==> config.mk <==
export PLATFORM = sky130hd
export DESIGN_NAME = lin_wake_detect
export DESIGN_NICKNAME = d
export VERILOG_FILES = /design/src/rtl/lin_wake_detect.sv
export SDC_FILE = /design/constraint.sdc
export NUM_CORES = 1
export LEC_CHECK = 0
export BUFFER_PORTS_ARGS = -buffer_cell sky130_fd_sc_hd__buf_2
export CAP_MARGIN = 10
export CORE_AREA = 2 2 105 56
export CTS_BUF_LIST = sky130_fd_sc_hd__clkbuf_16
export DETAILED_ROUTE_END_ITERATION = 6
export DIE_AREA = 0 0 107 58
export PLACE_DENSITY = 0.51
export SYNTH_ARGS = -nofsm -noshare
export SYNTH_HDL_FRONTEND = slang
export SYNTH_SLANG_ARGS = --single-unit
==> constraint.sdc <==
create_clock -name clk -period 5 [get_ports clk]
set_input_delay 0.25 -clock clk [delete_from_list [all_inputs] [get_ports clk]]
set_output_delay 0.25 -clock clk [all_outputs]
set_load 0.1 [all_outputs]
==> src/rtl/lin_wake_detect.sv <==
module lin_wake_detect #(
  parameter int BUS_FILT_US  = 90,
  parameter int LOC_FILT_US  = 35,
  parameter int LOC_REARM_US = 6
) (
  input  logic clk,
  input  logic rst_n,
  input  logic tick_us,
  input  logic sleep_i,
  input  logic bus_dom_i,
  input  logic wake_n_i,
  input  logic en_i,
  output logic wake_req_o,
  output logic wake_local_o,
  output logic mode_req_o
);
  localparam int BW = $clog2(BUS_FILT_US + 1);
  localparam int LW = $clog2(LOC_FILT_US + 1);
  localparam int RW = $clog2(LOC_REARM_US + 2);
  localparam logic [BW-1:0] B_LAST = BW'(BUS_FILT_US - 1);
  localparam logic [LW-1:0] L_LAST = LW'(LOC_FILT_US - 1);
  localparam logic [RW-1:0] R_LIM  = RW'(LOC_REARM_US);

  logic          bus_q, b_run, b_arm;
  logic [BW-1:0] b_cnt;
  logic [RW-1:0] hi_cnt;
  logic          l_run;
  logic [LW-1:0] l_cnt;
  logic          req_q, src_q, mode_q;

  logic b_fall, b_hit, l_armed, l_start, l_hit, set_req;
  assign b_fall  = sleep_i & bus_dom_i & ~bus_q;
  assign b_hit   = sleep_i & b_run & b_arm & ~bus_dom_i;
  assign l_armed = hi_cnt > R_LIM;
  assign l_start = sleep_i & ~wake_n_i & l_armed & ~l_run;
  assign l_hit   = sleep_i & l_run & ~wake_n_i & tick_us & (l_cnt == L_LAST);
  assign set_req = ~req_q & ~en_i & (b_hit | l_hit);

  always_ff @(posedge clk or negedge rst_n) begin
    if (!rst_n) begin
      bus_q <= 1'b0;
      b_run <= 1'b0;
      b_arm <= 1'b0;
      b_cnt <= '0;
    end else begin
      bus_q <= bus_dom_i;
      if (!sleep_i) begin
        b_run <= 1'b0;
        b_arm <= 1'b0;
        b_cnt <= '0;
      end else if (b_fall) begin
        b_run <= 1'b1;
        b_arm <= 1'b0;
        b_cnt <= '0;
      end else if (b_run) begin
        if (!bus_dom_i) begin
          b_run <= 1'b0;
          b_arm <= 1'b0;
          b_cnt <= '0;
        end else if (tick_us && !b_arm) begin
          if (b_cnt == B_LAST) b_arm <= 1'b1;
          else                 b_cnt <= b_cnt + 1'b1;
        end
      end
    end
  end

  always_ff @(posedge clk or negedge rst_n) begin
    if (!rst_n) begin
      hi_cnt <= '0;
      l_run  <= 1'b0;
      l_cnt  <= '0;
    end else begin
      if (!wake_n_i)               hi_cnt <= '0;
      else if (tick_us && !l_armed) hi_cnt <= hi_cnt + 1'b1;
      if (!sleep_i) begin
        l_run <= 1'b0;
        l_cnt <= '0;
      end else if (l_start) begin
        l_run <= 1'b1;
        l_cnt <= '0;
      end else if (l_run) begin
        if (wake_n_i || l_hit) begin
          l_run <= 1'b0;
          l_cnt <= '0;
        end else if (tick_us) begin
          l_cnt <= l_cnt + 1'b1;
        end
      end
    end
  end

  always_ff @(posedge clk or negedge rst_n) begin
    if (!rst_n) begin
      req_q  <= 1'b0;
      src_q  <= 1'b0;
      mode_q <= 1'b0;
    end else begin
      mode_q <= set_req;
      if (en_i) begin
        req_q <= 1'b0;
        src_q <= 1'b0;
      end else if (set_req) begin
        req_q <= 1'b1;
        src_q <= l_hit;
      end
    end
  end

  assign wake_req_o   = req_q & ~en_i;
  assign wake_local_o = src_q & ~en_i;
  assign mode_req_o   = mode_q;
endmodule

# Word level (Yosys, flattened, before mapping)
# Cells that the tools add are included.
[op_classes] n_addsub=3 order_cmp=1 eq_ne=9 mux=31 bitwise=23 n_reduce_logical=9
[ops] op="$mux 7" n=6
[ops] op="$mux 6" n=5
[ops] op="$mux 1" n=18
[ops] op="$and 1x1->1" n=16
[ops] op="$ne 4x2->1 const B" n=3
[ops] op="$add 7x1->7 const B" n=1
[ops] op="$eq 7x7->1 const B" n=1
[ops] op="$add 6x1->6 const B" n=1
[ops] op="$eq 6x6->1 const B" n=1
[ops] op="$mux 3" n=2
[ops] op="$ne 3x1->1 const B" n=2
[ops] op="$not 1->1" n=6
[ops] op="$reduce_and 3->1" n=2
[ops] op="$ne 4x4->1 const B" n=1
[ops] op="$add 3x1->3 const B" n=1
[ops] op="$gt 3x3->1 const B" n=1
[ops] op="$logic_and 1x1->1" n=2
[ops] op="$logic_not 1->1" n=2
[ops] op="$ne 2x1->1 const B" n=1
[ops] op="$reduce_and 2->1" n=1
[ops] op="$reduce_bool 2->1" n=1
[ops] op="$logic_or 1x1->1" n=1
[ops] op="$or 1x1->1" n=1
[totals] register_bits=23 inputBits=7 out_inout_bits=3 word_cells=86

# Depth between registers and ports, before layout
# Gate-level depths: netlist of run 1.
[depth] ltp_word=9 mapped_depth=7 mapped_depth_nobuf=7

# Worst setup path after synthesis of run 1
# OpenSTA, ideal clock, no wires.
[synth_path] kind="flip-flop to flip-flop" from="register, netlist name src_q" to="register src_q" setup_time_ps=69 t_arrival_ps=1901 path_slack_ps=3030 stages_incl_launch_ff=3 path_buffers=0 period_less_slack_ps=1970 cell_sequence="dfrtp_1 nor2b_1 a21bo_1"
[synth_lines] item="to (signal assigned)" line_no="105" rtl="src_q <= l_hit;"
[synth_lines] item="to (decl)" line_no="29" rtl="logic req_q, src_q, mode_q;"

# Worst setup path in the final report of run 1
[layout_path] from="register b_cnt[1]" to="register b_cnt[2]"
[layout_between] elab_chain_cells=7 elab_cells_between_ends=10 classes_between="1 x add/sub; 2 x eq/ne; 6 x mux; 1 x reduce/logical"
[layout_lines] item="from (decl)" line_no="25" rtl="logic [BW-1:0] b_cnt;"
[layout_lines] item="from (signal assigned)" line_no="62" rtl="else b_cnt <= b_cnt + 1'b1;"
[layout_lines] item="$add 7x1->7" line_no="62"
[layout_lines] item="$mux 7" line_no="61" rtl="if (b_cnt == B_LAST) b_arm <= 1'b1;"
[layout_lines] item="$mux 7" line_no="60" rtl="end else if (tick_us && !b_arm) begin"
[layout_lines] item="$mux 7" line_no="56" rtl="if (!bus_dom_i) begin"
[layout_lines] item="$mux 7" line_no="55" rtl="end else if (b_run) begin"
[layout_lines] item="$mux 7" line_no="51" rtl="end else if (b_fall) begin"
[layout_lines] item="$mux 7" line_no="47" rtl="if (!sleep_i) begin"
# Several ways; a longest one is shown, not always the timed one. The select of a mux whose other input is x is not followed.
# A chain may end at the register's enable or synchronous reset.

==> reports/qor.yml, run 1 <==
status: "finished clean"
htree_levels: 1
worst_slew_pin_slew_ps: 539
firstDrtPassIters: 4
path_clk_slew_ps: 60
hold_path_depth: 1
seq_area_frac_synth: 0.444
top_regs: "b_cnt x7, l_cnt x6, hi_cnt x3"
fillers: 541
cts_hold_buf: 1
final_cells: 216
yosysWarnings: 0
port_buffers: 9
drt-wirelength-per-cell_um: 12.0
cts_buffers: 3
layout_min_cycle_time_ps: 1880
synth_nets: 143
worstSetupEndpointType: "register"
dr_total_vias: 994
setup_viol: 0
dp.cells: 211
cp_slowest_cell: "dfrtp_1"
clock_sinks: 23
path_class: "reg -> reg"
syn_area_um2: 1290
grt_max_degree: 24
placed_area_um2: 1430
yosys.area.top_type: "dfrtp_1"
yosys-top-cells-area: "dfrtp_1 (44%), ha_1 (5.8%), nand3_1 (3.5%), nor2_1 (3.2%), nand2_1 (2.6%)"
cp_data_arrival_time_ps: 2020
wl_mm: 2.60
clock.fmax_mhz: 533
ys_types: 43
cp_num_cells: 7
dieArea_um2: 6210
final_util: 0.286
coreArea_um2: 5300
die_x_um: 107
grt_use_total: 0.0914
top_register: "b_cnt"
grt_pass1_wl_mm: 4.35
peakVddDrop_uv: 106
antenna_found_initial: 0
dp_slack_ps: 3150
clockBufferDepth: 2
io_pins: 10
largest_reg_flops: 7
gp_congestion: 0.887
hold_violations: 0
die_y_um: 58
area_delta_synth_final_pct: 17.1
powerDensity_nw_per_um2: 260
postRouteAntennaNets: 0
timing.final.crit_share: 0.375
cts_tree: "yes"
syn_area_per_cell_um2: 9.96
nets: 157
drt_iter0_drc: 74
fin_ws_ps: 3120
crit_path_max_fanout: 9
dp_hpwl_mm: 1.92
power_mw: 0.395
hold_slack_ps: 195
p_leak_nw: 0.712
cp_top_family: "simple AND/OR/NAND/NOR gates"
cts_resized: 0
synth_top_area_frac: 0.444
rsz0062_at_grt: "false"
worstPathCellList: "inv_1, ha_1, nand4_1, or3_1, o22ai_2, or2_1, o21ai_1"
cap_violations: 0
fin_worst_skew_ps: 1.14
cpPeakStageDelay_ps: 430
grt_pass1_vias: 885
reg2regPathDepth: 7
critPathLaunchType: "register"
post_cts_buffers: 0
antenna_cells: 0
globalRouteOverflowTotal: 0
row_count: 19
synthCells: 130
setup_tns_ps: 0
slew_headroom: 0.641
drv_slew: 0
ctsRootBufferMaster: "clkbuf_16"
start_util: 0.244
drc: 0
cp.buffers_inverters: 1
synth_seq_cells: 23
routed_via_density: 4.60
cp_data_required_time_ps: 5140
final_area_um2: 1520
hold_path.class: "in -> reg"
layout-drive-gt1-share: 0.119
clock_latency_ps: 250
[layout make-up]
type                            instances  area [um^2]  area share
Multi-Input combinational cell         98          686       0.452
Sequential cell                        23          576       0.380
Tap cell                               73         91.3      0.0602
Clock buffer                            3         75.1      0.0495
Timing Repair Buffer                   10         55.1      0.0363
Inverter                                8         30.0      0.0198
Clock inverter                          1         3.75     0.00248
[per-layer routing]
metal	vias to the layer above	track usage	share of wire	wire length (um)
met1	477	0.136	0.56	1460
met4	0	0.0390	0.013	34
li1	501	-	-	-
met2	14	0.123	0.38	996
met3	2	0.0247	0.039	100
met5	-	0	0	0
[cells in the mapped netlist]
cell type  count
a21bo_1        1
a21o_1         3
a21oi_1        4
a22o_1         3
a311oi_4       1
a31oi_1        1
a32oi_1        1
and2_1         2
and3_1         2
clkbuf_1       1
dfrtp_1       23
ha_1           6
inv_1          8
mux2i_1        1
nand2_1        9
nand2b_1       2
nand2b_2       1
nand3_1        9
nand3b_4       1
nand4_1        4
nand4b_1       1
nor2_1        11
nor2b_1        5
nor3_1         1
nor3b_1        1
nor4_1         1
nor4_4         1
o2111ai_1      1
o211a_1        1
o21a_1         2
o21ai_0        4
o21ai_1        3
o21ba_1        1
o21bai_1       1
o22ai_1        1
o22ai_2        1
o31a_1         1
o31ai_1        3
or2_1          1
or3_1          3
or4b_1         1
xnor2_1        1
xor2_1         1
[logic make-up (layout without fill, tap and decap cells)]
| logic type | count (synthesis) | in the layout | synth area share |
|---|---|---|---|
| buffers and inverters | 9 | 22 | 0.0261 |
| xor gates and xnor gates | 2 | 2 | 0.0135 |
| adders and majority gates | 6 | 6 | 0.0580 |
| DFF | 23 | 23 | 0.444 |
| AOI/OAI and AO/OA | 33 | 33 | 0.198 |
| and+or+nand+nor | 56 | 56 | 0.252 |
| muxes | 1 | 1 | 0.00773 |
[where the power goes]
part	switching, mW	internal, mW	total, mW
logic	0.0193	0.0110	0.0303
registers	0.00351	0.189	0.192
clock network	0.0651	0.107	0.172
total	0.0878	0.307	0.395
[worst register-to-register path, stage by stage (launching register included)]
cell and delay, ps:
dfrtp_1 430, inv_1 80, ha_1 140, nand4_1 80, or3_1 360, o22ai_2 320, or2_1 260, o21ai_1 90
[layout by cell type (no fill, tap or decap), drive strengths merged, types with 4 or more instances in the layout]
cell,netlist,routed
dfrtp,23,23
nor2,11,11
inv,8,9
nand3,9,9
nand2,9,9
buf,0,9
o21ai,7,7
ha,6,6
nor2b,5,5
nand4,4,4
a21oi,4,4
[final timing paths]
kind                            from         to  slack [ps]
setup / recovery            b_cnt[1]   b_cnt[2]        3120
hold / removal             bus_dom_i      bus_q         200
setup reg to reg            b_cnt[1]   b_cnt[2]        3120
hold reg to reg                bus_q      b_run         500
max in group asynchronous      rst_n  hi_cnt[2]        4130
min in group asynchronous      rst_n   b_cnt[0]         510
No activity file was read; power rests on OpenSTA's default activity.
==> run 2: changes to the inputs <==
Settings changed: ABC_AREA from default to 1, CORE_AREA 2 2 105 56 to 2 2 111 59, DIE_AREA 0 0 107 58 to 0 0 113 61.
Clock period 5 ns to 1.5 ns, I/O delays scaled along.
==> run 2 against run 1 <==
  * First-iteration DRC count is 15% lower
  * Fmax up 39%
  * Core utilization rose by 0.74 points
  * Worst hold slack got worse by 150 ps
  * Clock power grew to 3.4 times the previous value
  * Die area increased by 11%
  * Synthesized area is 11% higher
  * Final area grew 14%
  * Critical path type unchanged
  * Routed wire length grew 20%
  * Setup slack worse by 3000 ps
  * Cell count increased by 27%
==> reports/qor.yml, run 2 <==
status: "finished clean"  # unchanged
syn_area_per_cell_um2: 7.99  # was 9.96 um^2
setup_viol: 0  # unchanged
final_area_um2: 1730  # was 1520 um^2
top_register: "b_cnt"  # unchanged
grt_use_total: 0.0996  # was 0.0914
antenna_cells: 0  # unchanged
clock_sinks: 23  # unchanged
dr_total_vias: 1149  # was 994
coreArea_um2: 5910  # was 5300 um^2
whs_endpoint: "req_q"  # was bus_q
grt_max_degree: 24  # unchanged
crit_path_max_fanout: 5  # was 9
top_regs: "b_cnt x7, l_cnt x6, hi_cnt x3"  # unchanged
timing.final.crit_share: 0.902  # was 0.375
reg2regPathDepth: 9  # was 7
synth_nets: 193  # was 143
die_y_um: 61  # was 58 um
worstPathCellList: "inv_1, ha_1, nand2_1, inv_1, nand4_4, nand2_4, inv_4, nand2_2, a21oi_2"  # was inv_1, ha_1, nand4_1, or3_1, o22ai_2, or2_1, o21ai_1
io_pins: 10  # unchanged
powerDensity_nw_per_um2: 802  # was 260 nW/um^2
ctsRootBufferMaster: "clkbuf_16"  # unchanged
clockBufferDepth: 2  # unchanged
postRouteAntennaNets: 0  # unchanged
ys_types: 28  # was 43
r2r_setup_slack_ps: 150  # was 3120 ps
placed_area_um2: 1590  # was 1430 um^2
yosys-top-cells-area: "dfrtp_1 (40%), nand2_1 (9.9%), inv_1 (7.0%), nor2_1 (5.5%), ha_1 (5.2%)"  # was dfrtp_1 (44%), ha_1 (5.8%), nand3_1 (3.5%), nor2_1 (3.2%), nand2_1 (2.6%)
dieArea_um2: 6890  # was 6210 um^2
cap_violations: 0  # unchanged
synth_most_common_cell: "nand2_1"  # was dfrtp_1
gp_congestion: 0.820  # was 0.887
synth_edf_count: 0  # unchanged
synth_seq_cells: 23  # unchanged
yosysWarnings: 0  # unchanged
htree_levels: 1  # unchanged
seq_area_frac_synth: 0.400  # was 0.444
cp_data_required_time_ps: 1650  # was 5140 ps
r2r_end: "b_cnt[4]"  # was b_cnt[2]
cpPeakStageDelay_ps: 400  # was 430 ps
drt-wirelength-per-cell_um: 11.3  # was 12.0 um
critPathLaunchType: "register"  # unchanged
start_util: 0.243  # was 0.244
grt_pass1_wl_mm: 5.29  # was 4.35 mm
wl_mm: 3.11  # was 2.60 mm
fin_worst_skew_ps: 2.66  # was 1.14 ps
drc: 0  # unchanged
cp_data_arrival_time_ps: 1500  # was 2020 ps
largest_reg_flops: 7  # unchanged
asyncSetResetFlopFracSynth: 1.00  # unchanged
cts_tree: "yes"  # unchanged
synth-main-ff-cell: "dfrtp_1"  # unchanged
dp_hpwl_mm: 2.42  # was 1.92 mm
final_common_cell: "nand2_1"  # was dfrtp_1
cts_buffers: 3  # unchanged
worstSetupEndpointType: "register"  # unchanged
r2r_start: "b_cnt[1]"  # unchanged
routed_via_density: 4.18  # was 4.60
cp_slowest_cell: "dfrtp_1"  # unchanged
antenna_found_initial: 0  # unchanged
dp_slack_ps: 75.5  # was 3150 ps
grt_pass1_vias: 1051  # was 885
fin_ws_ps: 148  # was 3120 ps
hold_violations: 0  # unchanged
cp_top_family: "flip-flops"  # was simple AND/OR/NAND/NOR gates
drt_iter0_drc: 63  # was 74
cp_common_cell: "inv_1"
drv_slew: 0  # unchanged
row_count: 20  # was 19
layout-drive-gt1-share: 0.258  # was 0.119
p_leak_nw: 0.883  # was 0.712 nW
path_clk_slew_ps: 60  # about the same
hold_path_depth: 2  # was 1
slew_headroom: 0.631  # was 0.641
die_x_um: 113  # was 107 um
peakVddDrop_uv: 426  # was 106 uV
yosys.area.top_type: "dfrtp_1"  # unchanged
worstHoldStart: "en_i"  # was bus_dom_i
path_class: "reg -> reg"  # unchanged
synth_top_area_frac: 0.400  # was 0.444
hold_slack_ps: 46.3  # was 195 ps
firstDrtPassIters: 4  # unchanged
clock.fmax_mhz: 739  # was 533 MHz
globalRouteOverflowTotal: 0  # unchanged
cp.buffers_inverters: 3  # was 1
synthCells: 180  # was 130
area_delta_synth_final_pct: 20.5  # was 17.1%
ys_top_cells_by_count: "nand2_1 (38), inv_1 (27), dfrtp_1 (23), nor2_1 (21), nand3_1 (10)"  # was dfrtp_1 (23), nor2_1 (11), nand2_1 (9), nand3_1 (9), inv_1 (8)
hold_path.class: "in -> reg"  # unchanged
port_buffers: 9  # unchanged
final_cell_mix: "nand2_1 (38), inv_1 (27), dfrtp_1 (23)"  # was dfrtp_1 (23), nor2_1 (11)
worst_slew_pin_slew_ps: 553  # was 539 ps
syn_area_um2: 1440  # was 1290 um^2
layout_min_cycle_time_ps: 1350  # was 1880 ps
clock_latency_ps: 260  # was 250 ps
nets: 212  # was 157
[run 2: per-stage QoR]
| step | cells | utilization | setup TNS, ps | power, mW |
|---|---|---|---|---|
| after floorplan | 180 | - | 0 | 0.747 |
| after global placement | 267 | 0.270 | 0 | 0.803 |
| after detailed placement | 267 | 0.270 | 0 | 0.803 |
| after CTS | 273 | 0.287 | 0 | 1.41 |
| after global routing | 275 | 0.293 | -3.06 | 1.47 |
| final | 275 | 0.293 | 0 | 1.39 |
[run 2: cell families (layout without fill, tap and decap cells)]
kind of cell	Yosys count	in the layout	synth area share
fa+ha+maj	6	6	0.0522
compound gates	18	18	0.0844
flops	23	23	0.400
xor+xnor	4	4	0.0244
buf+inv	32	50	0.0870
simple gates	97	97	0.352
[run 2: worst max-delay path by stage]
stage / start / endpoint / cells past startpoint
after floorplan: src_q / src_q / 4
after global placement: l_cnt[0] / l_cnt[1] / 9
after detailed placement: l_cnt[0] / l_cnt[1] / 9
after CTS: l_cnt[0] / l_cnt[0] / 9
after global routing: l_cnt[0] / l_cnt[0] / 9
final: b_cnt[1] / b_cnt[4] / 9
[run 2: timing repair]
item	4_1_cts	5_1_grt
endpoints found under the setup margin	0	7
buffers inserted	0	2
hold buffers	2	0
endpoints found under the hold margin	24	0
resized for setup	0	5
[run 2: routing by layer]
layer,global-route usage,vias up,part of all wire
met1,0.168,509,0.62
met3,0.0300,2,0.040
met5,0,-,0
li1,-,616,-
met4,0.0157,0,0.0061
met2,0.116,22,0.33
[run 2: cell type report]
type | count | area, um^2
multi-input combinational | 125 | 754
tap | 77 | 96.3
fill | 645 | 4170
timing repair buffer | 15 | 108
clock inverter | 1 | 3.75
sequential | 23 | 576
inverter | 31 | 120
clock buffer | 3 | 75.1
[run 2: power breakdown]
part           switching [mW]  internal, mW  leakage, nW
clock network           0.230         0.357       0.0423
registers              0.0118         0.634        0.315
logic                   0.105        0.0534        0.525
total                   0.347          1.04        0.883
